**config.mk**
```make
export PLATFORM = sky130hd
export DESIGN_NAME = flash_xfer_engine
export DESIGN_NICKNAME = d
export VERILOG_FILES = /design/src/rtl/fxe_pkg.sv /design/src/rtl/fxe_fifo.sv /design/src/rtl/fxe_seq.sv /design/src/rtl/fxe_regs.sv /design/src/rtl/flash_xfer_engine.sv
export SDC_FILE = /design/constraint.sdc
export NUM_CORES = 2
export LEC_CHECK = 0
export ABC_CLOCK_PERIOD_IN_PS = 6700
export BUFFER_PORTS_ARGS = -buffer_cell sky130_fd_sc_hd__buf_2
export CAP_MARGIN = 5
export CORE_MARGIN = 2
export CORE_UTILIZATION = 52
export CTS_CLUSTER_DIAMETER = 200
export DETAILED_ROUTE_END_ITERATION = 16
export GPL_TIMING_DRIVEN = 0
export PLACE_DENSITY = 0.72
export REMOVE_ABC_BUFFERS = 1
export SYNTH_ARGS = -nofsm -noshare
export SYNTH_HDL_FRONTEND = slang
export SYNTH_SLANG_ARGS = --single-unit
```
**constraint.sdc**
```tcl
create_clock -name clk -period 6.7 [get_ports clk]
set_input_delay 1.675 -clock clk [delete_from_list [all_inputs] [get_ports clk]]
set_output_delay 1.675 -clock clk [all_outputs]
set_load 0.03 [all_outputs]
```
**src/rtl/fxe_pkg.sv**
```systemverilog
package fxe_pkg;
  localparam int IDX_W = 2;
  localparam logic [IDX_W-1:0] IDX_CTRL = 2'd0;
  localparam logic [IDX_W-1:0] IDX_ADDR = 2'd1;
  localparam logic [IDX_W-1:0] IDX_PORT = 2'd2;

  localparam int CNT_LSB   = 0;
  localparam int CNT_W     = 8;
  localparam int MODE_BIT  = 8;
  localparam int BUSY_BIT  = 9;
  localparam int UFLOW_BIT = 10;
  localparam int FREE_LSB  = 16;
  localparam int FREE_W    = 8;

  typedef enum logic {XFER_RD = 1'b0, XFER_WR = 1'b1} xfer_e;
endpackage

```
**src/rtl/fxe_fifo.sv**
```systemverilog
module fxe_fifo #(
  parameter int W     = 32,
  parameter int DEPTH = 64,
  localparam int AW   = $clog2(DEPTH)
) (
  input  logic          clk,
  input  logic          rst_n,
  input  logic          flush,
  input  logic          push,
  input  logic [W-1:0]  din,
  input  logic          pop,
  output logic [W-1:0]  dout,
  output logic [AW:0]   count
);
  logic [W-1:0]  mem [DEPTH];
  logic [AW-1:0] wp_q, wp_d, rp_q, rp_d;
  logic [AW:0]   cnt_q, cnt_d;
  logic          do_push, do_pop;

  assign do_push = push && (cnt_q != (AW+1)'(DEPTH));
  assign do_pop  = pop && (cnt_q != '0);
  assign dout    = mem[rp_q];
  assign count   = cnt_q;

  always_comb begin
    wp_d  = wp_q;
    rp_d  = rp_q;
    cnt_d = cnt_q;
    if (flush) begin
      wp_d  = '0;
      rp_d  = '0;
      cnt_d = '0;
    end else begin
      if (do_push) wp_d = wp_q + 1'b1;
      if (do_pop)  rp_d = rp_q + 1'b1;
      case ({do_push, do_pop})
        2'b10:   cnt_d = cnt_q + 1'b1;
        2'b01:   cnt_d = cnt_q - 1'b1;
        default: cnt_d = cnt_q;
      endcase
    end
  end

  always_ff @(posedge clk or negedge rst_n) begin
    if (!rst_n) begin
      wp_q  <= '0;
      rp_q  <= '0;
      cnt_q <= '0;
    end else begin
      wp_q  <= wp_d;
      rp_q  <= rp_d;
      cnt_q <= cnt_d;
    end
  end

  always_ff @(posedge clk) begin
    if (do_push && !flush) mem[wp_q] <= din;
  end
endmodule

```
**src/rtl/fxe_seq.sv**
```systemverilog
module fxe_seq
  import fxe_pkg::*;
#(
  parameter int FA_W = 24
) (
  input  logic             clk,
  input  logic             rst_n,
  input  logic             start,
  input  logic [CNT_W-1:0] start_cnt,
  input  logic             ld_addr,
  input  logic [FA_W-1:0]  ld_val,
  input  logic             rd_mode,
  input  logic             fifo_full,
  input  logic             fifo_empty,
  input  logic [31:0]      fifo_head,
  input  logic             fl_ack,
  output logic             fl_req,
  output logic             fl_we,
  output logic [FA_W-1:0]  fl_addr,
  output logic [31:0]      fl_wdata,
  output logic             fill,
  output logic             drain,
  output logic [CNT_W-1:0] rem,
  output logic [FA_W-1:0]  ptr
);
  logic             req_q, req_d;
  xfer_e            dir_q, dir_d;
  logic [FA_W-1:0]  ptr_q, ptr_d;
  logic [CNT_W-1:0] rem_q, rem_d;

  always_comb begin
    req_d = req_q;
    dir_d = dir_q;
    ptr_d = ptr_q;
    rem_d = rem_q;
    if (req_q) begin
      if (fl_ack) begin
        req_d = 1'b0;
        ptr_d = ptr_q + 1'b1;
        if (dir_q == XFER_RD) rem_d = rem_q - 1'b1;
      end
    end else if (rem_q != '0) begin
      if (!fifo_full) begin
        req_d = 1'b1;
        dir_d = XFER_RD;
      end
    end else if (!rd_mode && !fifo_empty) begin
      req_d = 1'b1;
      dir_d = XFER_WR;
    end
    if (start)   rem_d = start_cnt;
    if (ld_addr) ptr_d = ld_val;
  end

  always_ff @(posedge clk or negedge rst_n) begin
    if (!rst_n) begin
      req_q <= 1'b0;
      dir_q <= XFER_RD;
      ptr_q <= '0;
      rem_q <= '0;
    end else begin
      req_q <= req_d;
      dir_q <= dir_d;
      ptr_q <= ptr_d;
      rem_q <= rem_d;
    end
  end

  assign fl_req   = req_q;
  assign fl_we    = (dir_q == XFER_WR);
  assign fl_addr  = ptr_q;
  assign fl_wdata = fifo_head;
  assign fill     = req_q && fl_ack && (dir_q == XFER_RD);
  assign drain    = req_q && fl_ack && (dir_q == XFER_WR);
  assign rem      = rem_q;
  assign ptr      = ptr_q;
endmodule

```
**src/rtl/fxe_regs.sv**
```systemverilog
module fxe_regs
  import fxe_pkg::*;
#(
  parameter int DEPTH = 64,
  parameter int FA_W  = 24
) (
  input  logic              clk,
  input  logic              rst_n,
  input  logic              csr_wr,
  input  logic              csr_rd,
  input  logic [IDX_W-1:0]  csr_idx,
  input  logic [31:0]       csr_wdata,
  output logic [31:0]       csr_rdata,
  input  logic              busy,
  input  logic [CNT_W-1:0]  rem,
  input  logic [FA_W-1:0]   ptr,
  input  logic [FREE_W-1:0] free_sp,
  input  logic              fifo_empty,
  input  logic              fifo_full,
  input  logic [31:0]       fifo_head,
  output logic              start,
  output logic [CNT_W-1:0]  start_cnt,
  output logic              ld_addr,
  output logic              flush,
  output logic              host_push,
  output logic              host_pop,
  output logic              rd_mode,
  output logic              uflow
);
  logic             mode_q, mode_d, uflow_q, uflow_d;
  logic             ctrl_acc, port_rd, port_wr, port_ok;
  logic [CNT_W-1:0] wcnt;

  assign ctrl_acc  = csr_wr && (csr_idx == IDX_CTRL) && !busy;
  assign port_rd   = csr_rd && (csr_idx == IDX_PORT);
  assign port_wr   = csr_wr && (csr_idx == IDX_PORT);
  assign port_ok   = mode_q && !fifo_empty;
  assign wcnt      = csr_wdata[CNT_LSB +: CNT_W];
  assign start_cnt = (wcnt > CNT_W'(DEPTH)) ? CNT_W'(DEPTH) : wcnt;
  assign start     = ctrl_acc && csr_wdata[MODE_BIT] && (wcnt != '0);
  assign flush     = ctrl_acc && (mode_q || csr_wdata[MODE_BIT]);
  assign ld_addr   = csr_wr && (csr_idx == IDX_ADDR) && !busy;
  assign host_push = port_wr && !mode_q && !busy && !fifo_full;
  assign host_pop  = port_rd && port_ok;

  always_comb begin
    mode_d  = mode_q;
    uflow_d = uflow_q;
    if (ctrl_acc) begin
      mode_d  = csr_wdata[MODE_BIT];
      uflow_d = 1'b0;
    end
    if (port_rd && !port_ok) uflow_d = 1'b1;
  end

  always_ff @(posedge clk or negedge rst_n) begin
    if (!rst_n) begin
      mode_q  <= 1'b0;
      uflow_q <= 1'b0;
    end else begin
      mode_q  <= mode_d;
      uflow_q <= uflow_d;
    end
  end

  always_comb begin
    csr_rdata = '0;
    case (csr_idx)
      IDX_CTRL: begin
        csr_rdata[CNT_LSB +: CNT_W]   = rem;
        csr_rdata[MODE_BIT]           = mode_q;
        csr_rdata[BUSY_BIT]           = busy;
        csr_rdata[UFLOW_BIT]          = uflow_q;
        csr_rdata[FREE_LSB +: FREE_W] = free_sp;
      end
      IDX_ADDR: csr_rdata[FA_W-1:0] = ptr;
      IDX_PORT: if (port_ok) csr_rdata = fifo_head;
      default:  csr_rdata = '0;
    endcase
  end

  assign rd_mode = mode_q;
  assign uflow   = uflow_q;
endmodule

```
**src/rtl/flash_xfer_engine.sv**
```systemverilog
module flash_xfer_engine
  import fxe_pkg::*;
#(
  parameter int DEPTH = 64,
  parameter int FA_W  = 24,
  localparam int AW   = $clog2(DEPTH)
) (
  input  logic             clk,
  input  logic             rst_n,
  input  logic             csr_wr,
  input  logic             csr_rd,
  input  logic [1:0]       csr_idx,
  input  logic [31:0]      csr_wdata,
  output logic [31:0]      csr_rdata,
  output logic             fl_req,
  output logic             fl_we,
  output logic [FA_W-1:0]  fl_addr,
  output logic [31:0]      fl_wdata,
  input  logic             fl_ack,
  input  logic [31:0]      fl_rdata
);
  logic              busy, rd_mode, uflow;
  logic [CNT_W-1:0]  rem, start_cnt;
  logic [FA_W-1:0]   ptr;
  logic [AW:0]       fifo_cnt;
  logic [FREE_W-1:0] free_sp;
  logic              fifo_empty, fifo_full;
  logic [31:0]       fifo_head, fifo_din;
  logic              start, ld_addr, flush, host_push, host_pop, fill, drain;

  assign busy       = (rem != '0);
  assign fifo_empty = (fifo_cnt == '0);
  assign fifo_full  = (fifo_cnt == (AW+1)'(DEPTH));
  assign free_sp    = FREE_W'(DEPTH) - FREE_W'(fifo_cnt);
  assign fifo_din   = fill ? fl_rdata : csr_wdata;

  fxe_regs #(.DEPTH(DEPTH), .FA_W(FA_W)) u_regs (
    .clk, .rst_n, .csr_wr, .csr_rd, .csr_idx, .csr_wdata, .csr_rdata,
    .busy, .rem, .ptr, .free_sp, .fifo_empty, .fifo_full, .fifo_head,
    .start, .start_cnt, .ld_addr, .flush, .host_push, .host_pop,
    .rd_mode, .uflow
  );

  fxe_fifo #(.W(32), .DEPTH(DEPTH)) u_fifo (
    .clk, .rst_n, .flush,
    .push (host_push | fill),
    .din  (fifo_din),
    .pop  (host_pop | drain),
    .dout (fifo_head),
    .count(fifo_cnt)
  );

  fxe_seq #(.FA_W(FA_W)) u_seq (
    .clk, .rst_n, .start, .start_cnt, .ld_addr,
    .ld_val (csr_wdata[FA_W-1:0]),
    .rd_mode, .fifo_full, .fifo_empty, .fifo_head, .fl_ack,
    .fl_req, .fl_we, .fl_addr, .fl_wdata, .fill, .drain, .rem, .ptr
  );
endmodule

```
After elaboration in Yosys (flattened, before gate mapping)
Memory sizes are Yosys's and may differ from the RTL's.
Cells that the tools add are included.
{ "word_totals": {"ff_bits": 55, "ramBits": 2048, "out_inout_bits": 90, "word_cells": 108, "memories": 1} }
{ "op_classes": {"n_addsub": 7, "order_cmp": 1, "n_eq_ne": 8, "muxes": 32, "bitwise_logic": 4, "reduce_logical": 46} }
{ "mem_list": {"columns": ["memory", "words", "width", "read_ports", "rd_clocked_by_memory_dff", "wr", "line_no", "text"], "rows": [
  ["u_fifo.mem", 64, 32, 1, 0, 1, "fxe_fifo.sv:15", "logic [W-1:0] mem [DEPTH];"]
]} }
{ "ops": {"columns": ["operator", "count"], "rows": [
  ["two-way mux 24 bit", 3],
  ["two-way mux 32 bit", 2],
  ["two-way mux 8 bit", 6],
  ["case mux 11 bit (3 select lines)", 1],
  ["adder 24 x 1 -> 24 bit (second input constant)", 1],
  ["two-way mux 6 bit", 4],
  ["case mux 8 bit (3 select lines)", 1],
  ["logical AND 1 bit", 22],
  ["nonzero test 2 bit", 8],
  ["nonzero test 8 bit", 2],
  ["case mux 7 bit (2 select lines)", 1],
  ["adder 6 x 1 -> 6 bit (second input constant)", 2],
  ["two-way mux 1 bit", 12],
  ["case mux 5 bit (2 select lines)", 1],
  ["> comparator 8 x 7 -> 1 bit (second input constant)", 1],
  ["subtractor 7 x 7 -> 8 bit (first input constant)", 1],
  ["subtractor 8 x 1 -> 8 bit (second input constant)", 1],
  ["adder 7 x 1 -> 7 bit (second input constant)", 1],
  ["equality test 7 bit (second input constant)", 1],
  ["zero test 7 bit", 1],
  ["two-way mux 7 bit", 1],
  ["inequality test 7 bit (second input constant)", 1],
  ["nonzero test 7 bit", 1],
  ["subtractor 7 x 1 -> 7 bit (second input constant)", 1],
  ["11 further kinds", 22]
]} }

Depth between registers and ports, before layout
{ "depth": {"ltp_word": 10, "mapped_depth": 14, "ltp_nobuf": 14} }

Modules after synthesis
Synthesis repeated with hierarchy kept, for this count alone.
{ "unflattened": {"cells_unflattened": 3861, "hier_area_um2": 82215.1} }
{ "modules_own_cells": {"columns": ["mod", "instances", "cells_each", "area_per_inst_um2", "seq_area_each_um2"], "rows": [
  ["fxe_fifo", 1, 3402, 78396.4, 61974.4],
  ["fxe_seq", 1, 281, 2383.5, 850.8],
  ["fxe_regs", 1, 119, 867.1, 50.0],
  ["flash_xfer_engine", 1, 59, 568.0, 0.0]
]} }

Least setup slack after synthesis
No wires, ideal clock.
{ "synth_timing": {"kind": "input port to flip-flop", "from": "in fl_ack", "to": "mem u_fifo.mem[1][0], enable pin", "arrival_ns": 6.125, "required_ns": 6.198, "slack_ns": 0.073, "cell_stages": 7, "path_buffers": 2, "path_cell_list": "buf_1 -> nand3b_1 -> clkbuf_1 -> a22oi_1 -> and2_1 -> nand3_1 -> nor4_1"} }
{ "synth_between": {"elab_chain_len": 7} }
{ "synth_lines": {"columns": ["item", "line_no", "text"], "rows": [
  ["start: declaration", "flash_xfer_engine.sv:19", "input logic fl_ack,"],
  ["logical AND 1 bit (2 in series)", "fxe_seq.sv:73", "assign fill = req_q && fl_ack && (dir_q == XFER_RD);"],
  ["OR 1 bit", "flash_xfer_engine.sv:46", ".push (host_push | fill),"],
  ["logical AND 1 bit", "fxe_fifo.sv:20", "assign do_push = push && (cnt_q != (AW+1)'(DEPTH));"],
  ["logical AND 1 bit", "fxe_fifo.sv:57", "if (do_push && !flush) mem[wp_q] <= din;"],
  ["two-way mux 1 bit", "fxe_fifo.sv:57", null],
  ["two-way mux 1 bit (implied by the code)", "fxe_fifo.sv:57", null],
  ["end: declaration", "fxe_fifo.sv:15", null]
]} }
No other way between the ends.

Worst setup path after layout
{ "layout_timing": {"from": "reg u_fifo.rp_q[0]", "to": "out csr_rdata[11]"} }
{ "layout_between": {"elab_chain_len": 3} }
{ "layout_lines": {"columns": ["item", "line_no", "text"], "rows": [
  ["start: declaration", "fxe_fifo.sv:16", "logic [AW-1:0] wp_q, wp_d, rp_q, rp_d;"],
  ["start signal: assignment", "fxe_fifo.sv:51", "rp_q <= rp_d;"],
  ["memory read (64 x 32 bit)", null, null],
  ["two-way mux 32 bit", "fxe_regs.sv:77", "IDX_PORT: if (port_ok) csr_rdata = fifo_head;"],
  ["case mux 5 bit (2 select lines)", "fxe_regs.sv:68", "case (csr_idx)"],
  ["end: declaration", "flash_xfer_engine.sv:14", "output logic [31:0] csr_rdata,"]
]} }
No other way between the ends.

==> results by stage <==
Global routing:
- The largest net degree at the start of global routing is 65.
- The first global-routing pass estimated 319000 um of wire.
- The via count of the first global-routing pass was ~43000.
- The overall global routing resource usage is 28.0%.
- The remaining global-route overflow is 0.
- The initial antenna violation count came to 14.

STA:
- The number of pins with negative max-slew slack in the final report is 3.
- Setup repair after global routing left no endpoint under its margin.
- The worst path in the final design needs a cycle of ~6.6 ns, including I/O delays and setup.
- Measured against its own limit, the worst slew margin works out to -5.60%.
- The final number of hold-violating endpoints was 0.
- The worst clock skew is between 0.04 and 0.05 ns.
- Setup violations remaining at the end of the flow were counted as 0.
- The highest clock frequency the design can meet is about 0.15 GHz.
- The ratio of final minimum period to clock period is slightly below 100%.
- The measured slew at the worst slew-check pin is 1.58 ns.

Placement:
- The placer's final routability congestion estimate is a little over 0.9.
- The detailed-placement wirelength estimate is around 140000 um.
- In this run, placement finished with an instance count of slightly above 6000.
- Port buffering added between 150 and 200 buffers.

Drt:
- Dividing the detail-routed wire length by the instance count gives between 30 and 40 um.
- The number of DRC violations after detailed-routing iteration 0 is around 7000.
- In the routed design, unresolved DRC markers number 0.
- Using the TritonRoute via totals, the vias-per-cell ratio works out to about 6.8.
- For this block, the via count after detailed routing is ~44000.
- Wires add up to roughly 230000 um.
- The number of nets still failing antenna checks after routing is 0.
- The first detailed-routing pass ran for 6 iterations.

Clock tree:
- TritonCTS built the clock tree.
- Hold repair after CTS inserted 0 buffers.
- Clock latency on the worst-skew pair, taken at its later pin, is 0.85 ns.
- In this run the deepest clock path goes through 3 buffers.
- The clock-pin slew on the worst setup and hold paths is ~0.070 ns.
- The H-tree generated during clock tree synthesis spans 4 levels.
- Clock tree synthesis inserted a total of between 150 and 200 buffers.
- The number of clock sinks seen by CTS is around 2100.
- The cell chosen for the clock root is clkbuf_16.

Critical path:
- Broken down by cell family, the worst path's largest delay share belongs to compound AO/OA/AOI/OAI gates.
- For this run, the slowest stage of the critical path takes 0.56 ns.
- The type of the worst setup path is flop to primary output.
- Together, buffers and inverters on the worst path number 5.
- The arrival time of the worst setup path is 4.96 ns.
- STA classifies the critical path startpoint as a flop.
- The largest individual stage delay along the critical path comes from the cell a2111oi_4.
- The most numerous cell type found on the critical path is buf_16.
- STA classifies the critical path endpoint as a primary output.
- The data required time of the critical path is about 5.0 ns.
- Walking the worst path, the cells encountered are buf_16 > buf_16 > buf_16 > buf_16 > mux4_2 > a22o_1 > a2111oi_4 > a211oi_2 > a31o_1 > a32o_1 > buf_2.
- In this run the worst path has a maximum fanout of 36.
- The slack of the worst reg-to-reg path is about 1.4 ns.

Layout:
- The fraction of layout instances using a drive strength above 1 is between 20% and 30%.
- The top cell types in the final layout, fill and taps aside, are 2048 x edfxtp_1, 430 x mux4_2, 244 x mux2i_1.
- The count of antenna diodes in the layout is 0.
- The utilization after layout is 60.1%.
- The area added between synthesis and finish is 15.1%.
- After the flow finishes, the layout carries non-filler instances totaling between 6000 and 7000.
- At the end of the flow, the number of nets in the layout was ~4400.
- Leaving out fill and tap cells, the most frequent cell in the layout is edfxtp_1.

Floorplanning:
- The floorplan step set the die width to ~400 um.
- The total core area is 0.158 sq mm.
- ~160 I/O pins were placed.
- The total die area is about 0.16 sq mm.
- The initial core utilization is a little over half.
- The height of the die is a little over 400 um.
- The floorplan has between 100 and 150 rows.

Run:
- Max-cap violations in this run came to 1.

Yosys:
- The count of distinct cell types in the synthesized netlist is 77.
- Counting flops with a built-in enable in the synthesized netlist gives ~2000.
- The share of synthesized area occupied by flip-flops and latches is between 70 and 80%.
- The warning count from the yosys run is 0.
- Counting flops and latches in the post-synthesis netlist gives about 2100.
- The cell count after synthesis is between 3000 and 4000.
- The synthesized area is 0.0826 sq mm.
- The most used flip-flop cell after synthesis is edfxtp_1.
- For this run, asynchronously set or reset flops after synthesis account for ~2.6%.
- In this run the mean area of a mapped cell was 20.9 sq um.

Pwr:
- Summed over all cells, the static leakage comes to 0.0297 uW.
- The total chip power is between 30000 and 40000 uW.
- The highest ir drop seen on vdd is 0.000353 V.
- Power spread over the standard cell area amounts to between 300 and 400 mW/mm^2.

Run status:
- The final reports fail on capacitance limit, slew limit.
- The run finished, with violations left.

Worst hold path:
- In this run the worst hold path is classified as flop to flop.
## per-layer routing
metal	wire (um)	track usage, %	vias to the layer above
li1	-	-	17200
met1	80700	37.9	22800
met2	104000	42.5	3321
met3	30200	7.47	531
met4	13200	14.2	12
met5	80	0	-
## cell usage after synthesis, types with 7 or more instances
library cell | n | area (sq um)
nand2b_1 | 12 | 75.1
edfxtp_1 | 2048 | 61500
a32o_1 | 9 | 90.1
nand3_1 | 54 | 270
xnor2_1 | 23 | 201
o221ai_1 | 41 | 359
nand3b_1 | 9 | 67.6
a221oi_1 | 9 | 78.8
nor2b_1 | 16 | 100
dfrtp_1 | 55 | 1380
buf_2 | 56 | 280
a31oi_1 | 11 | 68.8
nand2_1 | 97 | 364
xor2_1 | 25 | 219
a211oi_1 | 15 | 113
o21ai_0 | 48 | 240
a21oi_1 | 65 | 325
nor4_1 | 7 | 43.8
inv_1 | 19 | 71.3
nand4_1 | 12 | 75.1
buf_1 | 8 | 30.0
buf_4 | 28 | 210
clkbuf_1 | 77 | 289
nor2_1 | 126 | 473
and2_1 | 13 | 81.3
ha_1 | 16 | 200
o22ai_1 | 60 | 375
a22o_1 | 18 | 158
mux4_2 | 430 | 9680
or3_1 | 8 | 50.1
buf_6 | 38 | 428
mux2i_1 | 245 | 2450
mux2_2 | 49 | 552
nor3_1 | 17 | 85.1
o211ai_1 | 7 | 52.6
o2bb2ai_1 | 16 | 140
a22oi_1 | 84 | 631
## metrics by stage
step | worst slack [ns] | TNS, ns | cell area, sq um | hold slack, ns
floorplan | -19.30 | -1227.82 | 81300 | 0.466
global placement | -36.12 | -6003.71 | 84700 | 0.497
detailed placement | -1.04 | -9.86 | 88000 | 0.524
CTS | 0.00365 | 0 | 94800 | 0.538
global route | 0.0240 | 0 | 95200 | 0.560
finish | 0.0659 | 0 | 95200 | 0.554
## registers in the layout, summed over array words and instances (netlist names)
register	cells
u_fifo.mem	2048
u_seq.fl_we	1
u_regs.uflow	1
u_seq.fl_req	1
u_seq.rem	8
u_fifo.wp_q	6
u_seq.fl_addr	24
u_fifo.rp_q	6
u_fifo.count	7
u_regs.rd_mode	1
## layout make-up
type / instances / area, sq um
Tap cell: 2072 / 2590
Timing Repair Buffer: 330 / 4200
Inverter: 20 / 87.6
Clock buffer: 247 / 5230
Fill cell: 10600 / 63000
Sequential cell: 2103 / 62900
Multi-Input combinational cell: 1623 / 19300
Clock inverter: 100 / 860
## logic make-up after synthesis
logic type | Yosys count | share of synthesized area (%)
AO/OA/AOI/OAI | 434 | 3.73
adder cells (fa/ha/maj) | 17 | 0.266
buffers and inverters | 235 | 1.75
AND/OR/NAND/NOR | 396 | 2.28
multiplexers | 726 | 15.4
flip-flops | 2103 | 76.1
XOR/XNOR | 48 | 0.509
## power by group
group / internal, uW / switching, uW
sequential: 15300 / 374
clock: 6050 / 4690
combinational: 4330 / 7170
total: 25700 / 12200
## final timing paths
check	from	endpoint	depth (start not counted)
worst max register to register	u_seq.rem[1]	u_fifo.mem[0][3]	12
worst min-delay path	u_regs.uflow	u_regs.uflow	1
max in group asynchronous	rst_n	u_seq.fl_addr[19]	3
min in group asynchronous	rst_n	u_seq.fl_addr[3]	1
worst min register to register	u_regs.uflow	u_regs.uflow	1
worst max-delay path	u_fifo.rp_q[0]	csr_rdata[11]	11
## what timing repair did
action | in CTS | in global routing
setup buffers | 16 | 0
gates cloned | 6 | 4
setup endpoints to repair | 62 | 19
pin swaps | 6 | 4
resized for setup | 51 | 11
Note: power is estimated with default switching activity, not from simulation.
